===== src/rtl/tmr_pkg.sv =====
package tmr_pkg;

    localparam int NUM_CH     = 2;
    localparam int ADDR_W     = 3;
    localparam int BYTE_W     = 8;

    localparam logic [ADDR_W-1:0] ADDR_MODE     = 3'd0;
    localparam logic [ADDR_W-1:0] ADDR_CTRL     = 3'd1;
    localparam logic [ADDR_W-1:0] ADDR_CNT_BASE = 3'd2;

    typedef enum logic [1:0] {
        MODE_13B    = 2'b00,
        MODE_16B    = 2'b01,
        MODE_RELOAD = 2'b10,
        MODE_SPLIT  = 2'b11
    } tmr_mode_e;

    typedef enum logic {
        SMP_LOW  = 1'b0,
        SMP_HIGH = 1'b1
    } smp_state_e;

    typedef struct packed {
        logic      gate;
        logic      ext_sel;
        tmr_mode_e mode;
    } chan_cfg_t;

endpackage


===== src/rtl/tmr_prescale.sv =====
module tmr_prescale #(
    parameter int DIV = 12
) (
    input  logic clk,
    input  logic rst_n,
    output logic tick
);
    localparam int CW = (DIV > 1) ? $clog2(DIV) : 1;
    localparam logic [CW-1:0] LAST = CW'(DIV - 1);

    logic [CW-1:0] phase_q;

    always_ff @(posedge clk or negedge rst_n) begin
        if (!rst_n) begin
            phase_q <= '0;
        end else if (phase_q == LAST) begin
            phase_q <= '0;
        end else begin
            phase_q <= phase_q + 1'b1;
        end
    end

    assign tick = (phase_q == LAST);

    // a machine-cycle tick never lasts two clocks in a row
    assert_tick_isolated_R3: assert property (@(posedge clk) disable iff (!rst_n)
        tick |=> !tick);

    // the phase counter stays inside its divide range
    assert_phase_range_R3: assert property (@(posedge clk) disable iff (!rst_n)
        phase_q <= LAST);

endmodule


===== src/rtl/tmr_edge_fsm.sv =====
module tmr_edge_fsm
    import tmr_pkg::*;
#(
    parameter int SYNC_STAGES = 2
) (
    input  logic clk,
    input  logic rst_n,
    input  logic tick,
    input  logic pin,
    output logic level,
    output logic fall
);
    logic [SYNC_STAGES-1:0] sync_q;
    logic                   sampled;
    smp_state_e             state_q;
    smp_state_e             state_d;

    always_ff @(posedge clk or negedge rst_n) begin
        if (!rst_n) begin
            sync_q <= '0;
        end else begin
            sync_q <= {sync_q[SYNC_STAGES-2:0], pin};
        end
    end

    assign sampled = sync_q[SYNC_STAGES-1];

    always_ff @(posedge clk or negedge rst_n) begin
        if (!rst_n) begin
            state_q <= SMP_LOW;
        end else begin
            state_q <= state_d;
        end
    end

    always_comb begin
        state_d = state_q;
        unique case (state_q)
            SMP_LOW:  if (tick && sampled)  state_d = SMP_HIGH;
            SMP_HIGH: if (tick && !sampled) state_d = SMP_LOW;
            default:  state_d = SMP_LOW;
        endcase
    end

    always_comb begin
        level = 1'b0;
        fall  = 1'b0;
        unique case (state_q)
            SMP_LOW:  level = 1'b0;
            SMP_HIGH: begin
                level = 1'b1;
                fall  = tick && !sampled;
            end
            default:  level = 1'b0;
        endcase
    end

    // an edge event always leaves the sampler in the low state
    assert_fall_lands_low_R4: assert property (@(posedge clk) disable iff (!rst_n)
        fall |=> (state_q == SMP_LOW));

    // the sampled state only moves on a tick
    assert_state_moves_on_tick_R4: assert property (@(posedge clk) disable iff (!rst_n)
        !tick |=> $stable(state_q));

endmodule


===== src/rtl/tmr_chan.sv =====
module tmr_chan
    import tmr_pkg::*;
#(
    parameter bit HAS_SPLIT = 1'b0
) (
    input  logic              clk,
    input  logic              rst_n,
    input  tmr_mode_e         mode,
    input  logic              inc,
    input  logic              inc_split,
    input  logic              wr_lo,
    input  logic              wr_hi,
    input  logic [BYTE_W-1:0] wdata,
    output logic [BYTE_W-1:0] cnt_lo,
    output logic [BYTE_W-1:0] cnt_hi,
    output logic              ovf_main,
    output logic              ovf_split
);
    logic [BYTE_W-1:0] lo_q, hi_q, lo_d, hi_d;
    logic [5:0]        pre_sum;
    logic [BYTE_W:0]   hi_sum;
    logic [BYTE_W:0]   lo_sum;
    logic [2*BYTE_W:0] wide_sum;

    always_ff @(posedge clk or negedge rst_n) begin
        if (!rst_n) begin
            lo_q <= '0;
            hi_q <= '0;
        end else begin
            lo_q <= lo_d;
            hi_q <= hi_d;
        end
    end

    always_comb begin
        lo_d      = lo_q;
        hi_d      = hi_q;
        ovf_main  = 1'b0;
        ovf_split = 1'b0;
        pre_sum   = {1'b0, lo_q[4:0]} + 6'd1;
        hi_sum    = {1'b0, hi_q} + 9'd1;
        lo_sum    = {1'b0, lo_q} + 9'd1;
        wide_sum  = {1'b0, hi_q, lo_q} + 17'd1;
        if (wr_lo || wr_hi) begin
            if (wr_lo) lo_d = wdata;
            if (wr_hi) hi_d = wdata;
        end else begin
            unique case (mode)
                MODE_13B: begin
                    if (inc) begin
                        lo_d = {lo_q[7:5], pre_sum[4:0]};
                        if (pre_sum[5]) begin
                            hi_d     = hi_sum[BYTE_W-1:0];
                            ovf_main = hi_sum[BYTE_W];
                        end
                    end
                end
                MODE_16B: begin
                    if (inc) begin
                        {hi_d, lo_d} = wide_sum[2*BYTE_W-1:0];
                        ovf_main     = wide_sum[2*BYTE_W];
                    end
                end
                MODE_RELOAD: begin
                    if (inc) begin
                        if (lo_sum[BYTE_W]) begin
                            lo_d     = hi_q;
                            ovf_main = 1'b1;
                        end else begin
                            lo_d = lo_sum[BYTE_W-1:0];
                        end
                    end
                end
                MODE_SPLIT: begin
                    if (HAS_SPLIT) begin
                        if (inc) begin
                            lo_d     = lo_sum[BYTE_W-1:0];
                            ovf_main = lo_sum[BYTE_W];
                        end
                        if (inc_split) begin
                            hi_d      = hi_sum[BYTE_W-1:0];
                            ovf_split = hi_sum[BYTE_W];
                        end
                    end
                end
                default: begin
                    lo_d = lo_q;
                end
            endcase
        end
    end

    assign cnt_lo = lo_q;
    assign cnt_hi = hi_q;

    // a low-byte write lands even when an increment is due
    assert_write_wins_R11: assert property (@(posedge clk) disable iff (!rst_n)
        wr_lo |=> (lo_q == $past(wdata)));

    // with no increment request and no write the count holds
    assert_hold_idle_R3: assert property (@(posedge clk) disable iff (!rst_n)
        (!inc && !inc_split && !wr_lo && !wr_hi) |=> ($stable(lo_q) && $stable(hi_q)));

    // the reload path never changes the high byte
    assert_reload_keeps_hi_R8: assert property (@(posedge clk) disable iff (!rst_n)
        (mode == MODE_RELOAD && !wr_hi) |=> $stable(hi_q));

endmodule


===== src/rtl/tmr_dual_unit.sv =====
module tmr_dual_unit
    import tmr_pkg::*;
#(
    parameter int PRESCALE    = 12,
    parameter int SYNC_STAGES = 2
) (
    input  logic                  clk,
    input  logic                  rst_n,
    input  logic [ADDR_W-1:0]     reg_addr,
    input  logic                  reg_wr,
    input  logic [BYTE_W-1:0]     reg_wdata,
    output logic [BYTE_W-1:0]     reg_rdata,
    input  logic [NUM_CH-1:0]     ext_in,
    output logic [NUM_CH-1:0]     ovf_flag
);
    logic [BYTE_W-1:0] mode_q;
    logic [NUM_CH-1:0] run_q;
    logic [NUM_CH-1:0] flag_q;
    logic [NUM_CH-1:0] flag_src;
    logic              tick;
    logic              ctrl_wr;
    logic              split_inc;

    logic [NUM_CH-1:0] pin_level;
    logic [NUM_CH-1:0] pin_fall;
    logic [NUM_CH-1:0] chan_inc;
    logic [NUM_CH-1:0] ovf_main;
    logic [NUM_CH-1:0] ovf_split;
    logic [BYTE_W-1:0] cnt_lo [NUM_CH];
    logic [BYTE_W-1:0] cnt_hi [NUM_CH];

    tmr_prescale #(.DIV(PRESCALE)) u_prescale (
        .clk   (clk),
        .rst_n (rst_n),
        .tick  (tick)
    );

    assign ctrl_wr   = reg_wr && (reg_addr == ADDR_CTRL);
    assign split_inc = tick && run_q[1];

    for (genvar c = 0; c < NUM_CH; c++) begin : g_ch
        localparam logic [ADDR_W-1:0] A_LO = ADDR_CNT_BASE + ADDR_W'(2 * c);
        localparam logic [ADDR_W-1:0] A_HI = ADDR_CNT_BASE + ADDR_W'(2 * c + 1);

        chan_cfg_t cfg;
        logic      source_ev;
        logic      gate_ok;

        assign cfg       = chan_cfg_t'(mode_q[4*c +: 4]);
        assign source_ev = cfg.ext_sel ? pin_fall[c] : tick;
        assign gate_ok   = !cfg.gate || pin_level[c];
        assign chan_inc[c] = run_q[c] && gate_ok && source_ev;

        tmr_edge_fsm #(.SYNC_STAGES(SYNC_STAGES)) u_edge (
            .clk   (clk),
            .rst_n (rst_n),
            .tick  (tick),
            .pin   (ext_in[c]),
            .level (pin_level[c]),
            .fall  (pin_fall[c])
        );

        tmr_chan #(.HAS_SPLIT(c == 0)) u_chan (
            .clk       (clk),
            .rst_n     (rst_n),
            .mode      (cfg.mode),
            .inc       (chan_inc[c]),
            .inc_split ((c == 0) ? split_inc : 1'b0),
            .wr_lo     (reg_wr && (reg_addr == A_LO)),
            .wr_hi     (reg_wr && (reg_addr == A_HI)),
            .wdata     (reg_wdata),
            .cnt_lo    (cnt_lo[c]),
            .cnt_hi    (cnt_hi[c]),
            .ovf_main  (ovf_main[c]),
            .ovf_split (ovf_split[c])
        );
    end

    assign flag_src[0] = ovf_main[0];
    assign flag_src[1] = ovf_main[1] | ovf_split[0] | ovf_split[1];

    always_ff @(posedge clk or negedge rst_n) begin
        if (!rst_n) begin
            mode_q <= '0;
            run_q  <= '0;
            flag_q <= '0;
        end else begin
            if (reg_wr && (reg_addr == ADDR_MODE)) begin
                mode_q <= reg_wdata;
            end
            if (ctrl_wr) begin
                run_q  <= reg_wdata[1:0];
                flag_q <= reg_wdata[5:4];
            end else begin
                flag_q <= flag_q | flag_src;
            end
        end
    end

    always_comb begin
        reg_rdata = '0;
        case (reg_addr)
            3'd0:    reg_rdata = mode_q;
            3'd1:    reg_rdata = {2'b00, flag_q, 2'b00, run_q};
            3'd2:    reg_rdata = cnt_lo[0];
            3'd3:    reg_rdata = cnt_hi[0];
            3'd4:    reg_rdata = cnt_lo[1];
            3'd5:    reg_rdata = cnt_hi[1];
            default: reg_rdata = '0;
        endcase
    end

    assign ovf_flag = flag_q;

    // a raised flag stays up until the control register is written
    assert_flag_sticky_R10: assert property (@(posedge clk) disable iff (!rst_n)
        (flag_q[0] && !ctrl_wr) |=> flag_q[0]);

    // a control write loads the flags from its data, overriding overflow
    assert_ctrl_loads_flags_R10: assert property (@(posedge clk) disable iff (!rst_n)
        ctrl_wr |=> (ovf_flag == $past(reg_wdata[5:4])));

    // with both channels stopped no flag can rise
    assert_no_flag_when_stopped_R3: assert property (@(posedge clk) disable iff (!rst_n)
        (run_q == 2'b00 && !ctrl_wr && !$isunknown(flag_q)) |=> $stable(flag_q));

endmodule


===== config.mk =====
export PLATFORM = sky130hd
export DESIGN_NAME = tmr_dual_unit
export DESIGN_NICKNAME = d
export VERILOG_FILES = /design/src/rtl/tmr_pkg.sv /design/src/rtl/tmr_prescale.sv /design/src/rtl/tmr_edge_fsm.sv /design/src/rtl/tmr_chan.sv /design/src/rtl/tmr_dual_unit.sv
export SDC_FILE = /design/constraint.sdc
export NUM_CORES = 1
export LEC_CHECK = 0
export BUFFER_PORTS_ARGS = -buffer_cell sky130_fd_sc_hd__buf_2
export CAP_MARGIN = 20
export CORE_ASPECT_RATIO = 0.75
export CORE_UTILIZATION = 51
export CTS_CLUSTER_SIZE = 12
export DETAILED_ROUTE_END_ITERATION = 10
export PLACE_DENSITY = 0.77
export SYNTH_ARGS = -nofsm -noshare
export SYNTH_HDL_FRONTEND = slang
export SYNTH_HIERARCHICAL = 1
export SYNTH_SLANG_ARGS = --single-unit

===== constraint.sdc =====
create_clock -name clk -period 3.9 [get_ports clk]
set_clock_uncertainty 0.1 [all_clocks]
set_input_delay 0.975 -clock clk [delete_from_list [all_inputs] [get_ports clk]]
set_output_delay 0.975 -clock clk [all_outputs]
set_load 0.01 [all_outputs]

==> qor.yml, run 1 <==
clock_network:
  clkTransAtPathRegs_ns: 0.09
  worstSkewPairLatency_ns: 0.32
  root_buffer: "clkbuf_8"
  clock-sinks: 54
  cts_buffer_depth: 2
  hold_buffers: 0
  cts_buffers: 5
  cts_setup_buffers: 0
  htreeDepth: 2
  cts_tree: "done"
  cts_resized: 0
yosys:
  syn_nets: 480
  netlist_instances: 451
  synth_area_mm2: 0.00410
  avgSynthCellArea_um2: 9.09
  yosysWarnings: 6
drt:
  drc_errors: 0
  vias: 3837
  met1_length_um: 5280
  dr.first_iter.drc_count: 370
  firstDrtPassIters: 6
  drt-wirelength-per-cell_um: 20.4
  highest_layer: "met4"
  route.met2.wl_um: 4730
  wirelength_um: 11700
  routed-wl-met3_um: 1460
  via_per_inst: 6.71
  detail-route-antenna-nets: 0
cells_and_area:
  final_common_cell: "dfrtp_1"
  stdcell_count: 572
  layout-drive-gt1-share_pct: 17.8
  nets: 499
  most-common-layout-cells: "54 x dfrtp_1, 42 x nand2_1, 31 x nor2_1"
  areaGrowthSynthToFinish_pct: 7.05
  fin_util_pct: 58.0
  fillers: 679
  antenna_cells: 0
timing:
  fin_crit_sh_pct: 84.5
  relSlewSlack_pct: 45.8
  setup_viol: 0
  hold_viol_final: 0
  period_needed_ns: 3.29
  rsz0062_at_grt: "false"
  worstMarginPinSlew_ns: 0.813
  setup_tns_ns: 0
  fmax_mhz: 304
  slew_viol_final: 0
critical_path:
  reg2reg_to: "g_ch[0].u_chan/cnt_hi[5]"
  cp-end-kind: "primary output"
  reg2reg_slack_ns: 0.84
  cp.arrival_ns: 2.22
  crit_path_end: "reg_rdata[6]"
  critPathLaunchType: "input pin"
  cp.required_ns: 2.82
  cp-startpoint: "reg_addr[1]"
  crit_fanout: 13
  rr_startpoint: "u_prescale/phase_q[0]"
  path_class: "input pin to primary output"
  r2r_cells: 11
placement:
  dp_hpwl_um: 8700
  io_buffers: 25
  dp.cells: 564
  routabilityCongestion: 0.984
power_and_ir_drop:
  leakage_nw: 1.81
  power_per_cell_area_mw_per_mm2: 584
  peakVddDrop_uv: 297
global_routing:
  grt_pass1_vias: 3475
  grt_max_degree: 36
  grt_remaining_overflow: 0
  antenna_found_initial: 0
  grt_first_pass_wirelength_um: 18700
  grt_use_total_pct: 29.0
run_status:
  status: "finished, final reports clean"
run:
  cap_violations: 0
floorplan:
  die_w_um: 106
  num_rows: 27
  dieHeight_um: 79.6
  die-area_mm2: 0.00840
  io_pins: 26
  core_area_mm2: 0.00757
  initial_core_util_pct: 54.2
min_path:
  hp-class: "flop to flop"
[worst min path at each step]
| stage | from | to | slack [ns] | depth (start not counted) |
|---|---|---|---|---|
| 4_1_cts | g_ch[1].u_edge/sync_q[0] | g_ch[1].u_edge/sync_q[1] | 0.26 | 0 |
| 5_1_grt | g_ch[1].u_edge/sync_q[0] | g_ch[1].u_edge/sync_q[1] | 0.26 | 0 |
| 2_1_floorplan | g_ch[0].u_edge/sync_q[0] | g_ch[0].u_edge/sync_q[1] | 0.23 | 0 |
| 3_5_place_dp | g_ch[1].u_edge/sync_q[0] | g_ch[1].u_edge/sync_q[1] | 0.24 | 0 |
| 3_3_place_gp | g_ch[1].u_edge/sync_q[0] | g_ch[1].u_edge/sync_q[1] | 0.23 | 0 |
| 6_report | g_ch[1].u_edge/sync_q[0] | g_ch[1].u_edge/sync_q[1] | 0.26 | 0 |
[layer usage]
| layer | vias to the layer above | GRT usage [%] |
|---|---|---|
| li1 | 1744 | - |
| met4 | 0 | 6.39 |
| met3 | 21 | 8.24 |
| met2 | 237 | 40.3 |
| met1 | 1835 | 44.0 |
| met5 | - | 0 |
[registers in the layout (all words and copies together) (netlist names), named ones only]
name                cells
g_ch.u_chan/cnt_hi     16
g_ch.u_chan/cnt_lo     16
mode_q                  8
g_ch.u_edge/sync_q      4
u_prescale/phase_q      4
ovf_flag                2
run_q                   2
[report_power, final]
part           switching (mW)  internal (mW)  leakage [nW]
registers               0.369          0.735         0.634
clock network           0.197          0.147        0.0489
logic                   0.630          0.486          1.13
[final cells by class]
| type | instances | area [um^2] | share of cell area, % |
|---|---|---|---|
| multi-input combinational | 358 | 2560 | 58.5 |
| clock buffer | 7 | 86.3 | 1.97 |
| timing repair buffer | 32 | 178 | 4.05 |
| sequential | 54 | 1350 | 30.8 |
| tap | 101 | 126 | 2.88 |
| inverter | 19 | 71.3 | 1.63 |
| clock inverter | 1 | 8.76 | 0.200 |
[stage by stage]
stage          hold WS (ns)  cell area, um^2  power (mW)  worst slack (ns)
3_5_place_dp          0.237             4290        2.19             0.631
4_1_cts               0.260             4390        2.53             0.628
3_3_place_gp          0.233             4290        2.16             0.646
5_1_grt               0.262             4390        2.73             0.515
6_report              0.256             4390        2.56             0.606
2_1_floorplan         0.231             4100        1.84              1.04
[critical path, stage by stage]
cell,delay [ns]
buf_2,0.27
nand2b_1,0.28
nor2_1,0.15
a221o_1,0.39
buf_2,0.14
No activity file was read; power rests on OpenSTA's default activity.
==> run 2: changes to the inputs <==
PLACE_DENSITY = 0.8   (was 0.77)
clock period = 2.67 ns   (was 3.9 ns; I/O delays follow)
==> qor.yml, run 2 (synthesized netlist as in run 1, its figures left out) <==
run_status:
  status: "finished, final reports clean"
critical_path:
  cp.arrival_ns: 2.78  # +0.56 ns
  path_class: "flop to flop"
  cp-end-kind: "flop"
  cp.required_ns: 2.84  # +0.02 ns
  critPathLaunchType: "flop"
  crit_fanout: 5  # -8
drt:
  via_per_inst: 6.77  # +0.99%
  drc_errors: 0  # unchanged
  wirelength_um: 12800  # +9.3%
  vias: 4058  # +5.8%
  dr.first_iter.drc_count: 390  # +5.4%
  detail-route-antenna-nets: 0  # unchanged
  drt-wirelength-per-cell_um: 21.3  # +4.4%
  firstDrtPassIters: 5  # -1
power_and_ir_drop:
  clkPwrFrac_pct: 14.8  # +1.3 points
  power_per_cell_area_mw_per_mm2: 866  # +48%
  power.total_mw: 4.07  # +59%
  leakage_nw: 1.97  # +8.4%
  p_sw_share_pct: 46.0  # -0.69 points
  power.share.combinational_pct: 47.2  # +3.7 points
  seqPwrFrac_pct: 38.0  # -5.0 points
  peakVddDrop_uv: 381  # +28%
  p_sw_mw: 1.87  # +56%
  p_int_mw: 2.20  # +61%
cells_and_area:
  most-common-layout-cells: "54 x dfrtp_1, 41 x nand2_1, 31 x nor2_1, 31 x buf_4, 25 x buf_2"
  multi_input_area_mm2: 0.00263  # +2.7%
  regArea_mm2: 0.00135  # unchanged
  layout-drive-gt1-share_pct: 23.7  # +5.9 points
  final_common_cell: "dfrtp_1"
  fillers: 651  # -4.1%
  antenna_cells: 0  # unchanged
  fin_util_pct: 62.1  # +4.1 points
  areaGrowthSynthToFinish_pct: 14.7
  nets: 526  # +5.4%
clock_network:
  htreeDepth: 2  # unchanged
  clkTransAtPathRegs_ns: 0.12  # +0.03 ns
  clock-sinks: 54  # unchanged
  cts_tree: "done"
  hold_buffers: 0  # unchanged
  worstSkewPairLatency_ns: 0.34  # +0.02 ns
  cts_buffers: 5  # unchanged
  cts_buffer_depth: 2  # unchanged
  root_buffer: "clkbuf_8"
global_routing:
  grt_use_total_pct: 31.4  # +2.3 points
  grt_max_degree: 55  # +53%
  grt_remaining_overflow: 0  # unchanged
  antenna_found_initial: 0  # unchanged
  grt_first_pass_wirelength_um: 20100  # +7.5%
  grt_pass1_vias: 3813  # +9.7%
timing:
  relSlewSlack_pct: 50.8  # +5.0 points
  hold_viol_final: 0  # unchanged
  setup_viol: 0  # unchanged
  slew_viol_final: 0  # unchanged
  period_needed_ns: 2.61
  setup_tns_ns: 0  # unchanged
  fmax_mhz: 383
  fin_crit_sh_pct: 97.7
  worstMarginPinSlew_ns: 0.735  # -0.0783 ns
placement:
  routabilityCongestion: 1.02  # +3.8%
  dp_hpwl_um: 9200  # +5.8%
  io_buffers: 25  # unchanged
floorplan:
  num_rows: 27  # unchanged
  die-area_mm2: 0.00840  # unchanged
  core_area_mm2: 0.00757  # unchanged
  io_pins: 26  # unchanged
  initial_core_util_pct: 54.2  # unchanged
  dieHeight_um: 79.6  # unchanged
  die_w_um: 106  # unchanged
min_path:
  hp-class: "input pin to asynchronous set/reset pin"
run:
  cap_violations: 0  # unchanged
[run 2: cell count changes in the layout (fill, tap and decap cells not counted), sizes merged]
| cell | change |
|---|---|
| buf | +26 |
| clkbuf | -2 |
| a21oi | +1 |
| bufinv | +1 |
| clkinvlp | +1 |
[run 2: power groups by stage]
stage / Clock (mW) / Combinational (mW) / Sequential [mW]
final: 0.603 / 1.92 / 1.54
after global routing: 0.649 / 2.07 / 1.59
after CTS: 0.616 / 1.79 / 1.52
after detailed placement: 0 / 1.77 / 1.54
after global placement: 0 / 1.70 / 1.52
after floorplan: 0 / 1.29 / 1.40
[run 2: layout make-up]
class / instances / area share, %
flip-flops and latches: 54 / 28.8
clock buffers: 5 / 1.46
repair buffers: 58 / 8.47
inverters: 19 / 1.52
well taps: 101 / 2.69
multi-input cells: 359 / 56.1
clock inverters: 3 / 1.04
[run 2: worst paths after layout]
| path | slack [ns] | from | cells past startpoint | endpoint |
|---|---|---|---|---|
| min reg2reg | 0.26 | g_ch[1].u_edge/sync_q[0] | 0 | g_ch[1].u_edge/sync_q[1] |
| min | 0.20 | rst_n | 2 | g_ch[1].u_chan/cnt_lo[3] |
| max | 0.06 | u_prescale/phase_q[0] | 13 | g_ch[0].u_chan/cnt_hi[1] |
| max reg2reg | 0.06 | u_prescale/phase_q[0] | 13 | g_ch[0].u_chan/cnt_hi[1] |
| min in group clk | 0.26 | g_ch[1].u_edge/sync_q[0] | 0 | g_ch[1].u_edge/sync_q[1] |
| max in group asynchronous | 2.00 | rst_n | 2 | mode_q[4] |
[run 2: timing repair]
item / in CTS / in global routing
pin swaps: 1 / 4
cloned: 0 / 1
resized for setup: 3 / 8
buffers inserted: 3 / 4
endpoints found under the setup margin: 9 / 11
[run 2: per-layer routing]
layer / GRT usage (%) / share of wire [%] / vias to the layer above
li1: - / - / 1801
met1: 44.9 / 42 / 1959
met2: 45.3 / 42 / 264
met3: 8.41 / 13 / 34
met4: 11.0 / 2.4 / 0
met5: 0 / 0 / -
[run 2: worst max-delay path, cell delays in order (launching register included)]
cell and delay, ns:
dfrtp_1 0.43, ha_4 0.17, nand2b_4 0.07, nor2_4 0.13, and3b_2 0.19, inv_1 0.04, a221oi_1 0.24, buf_4 0.19
nand2_2 0.07, a211oi_4 0.31, buf_12 0.15, a21oi_4 0.09, a31oi_1 0.20, o22a_1 0.16
[run 2: per-stage QoR]
step                      hold slack, ns  setup WS, ns  instance area (um^2)  std cells
after floorplan                    0.231         0.137                  4100        451
after global placement             0.234        0.0844                  4450        583
after detailed placement           0.243        -0.113                  4450        583
after CTS                          0.215        0.0639                  4610        594
after global routing               0.236       -0.0175                  4700        599
final                              0.202        0.0610                  4700        599
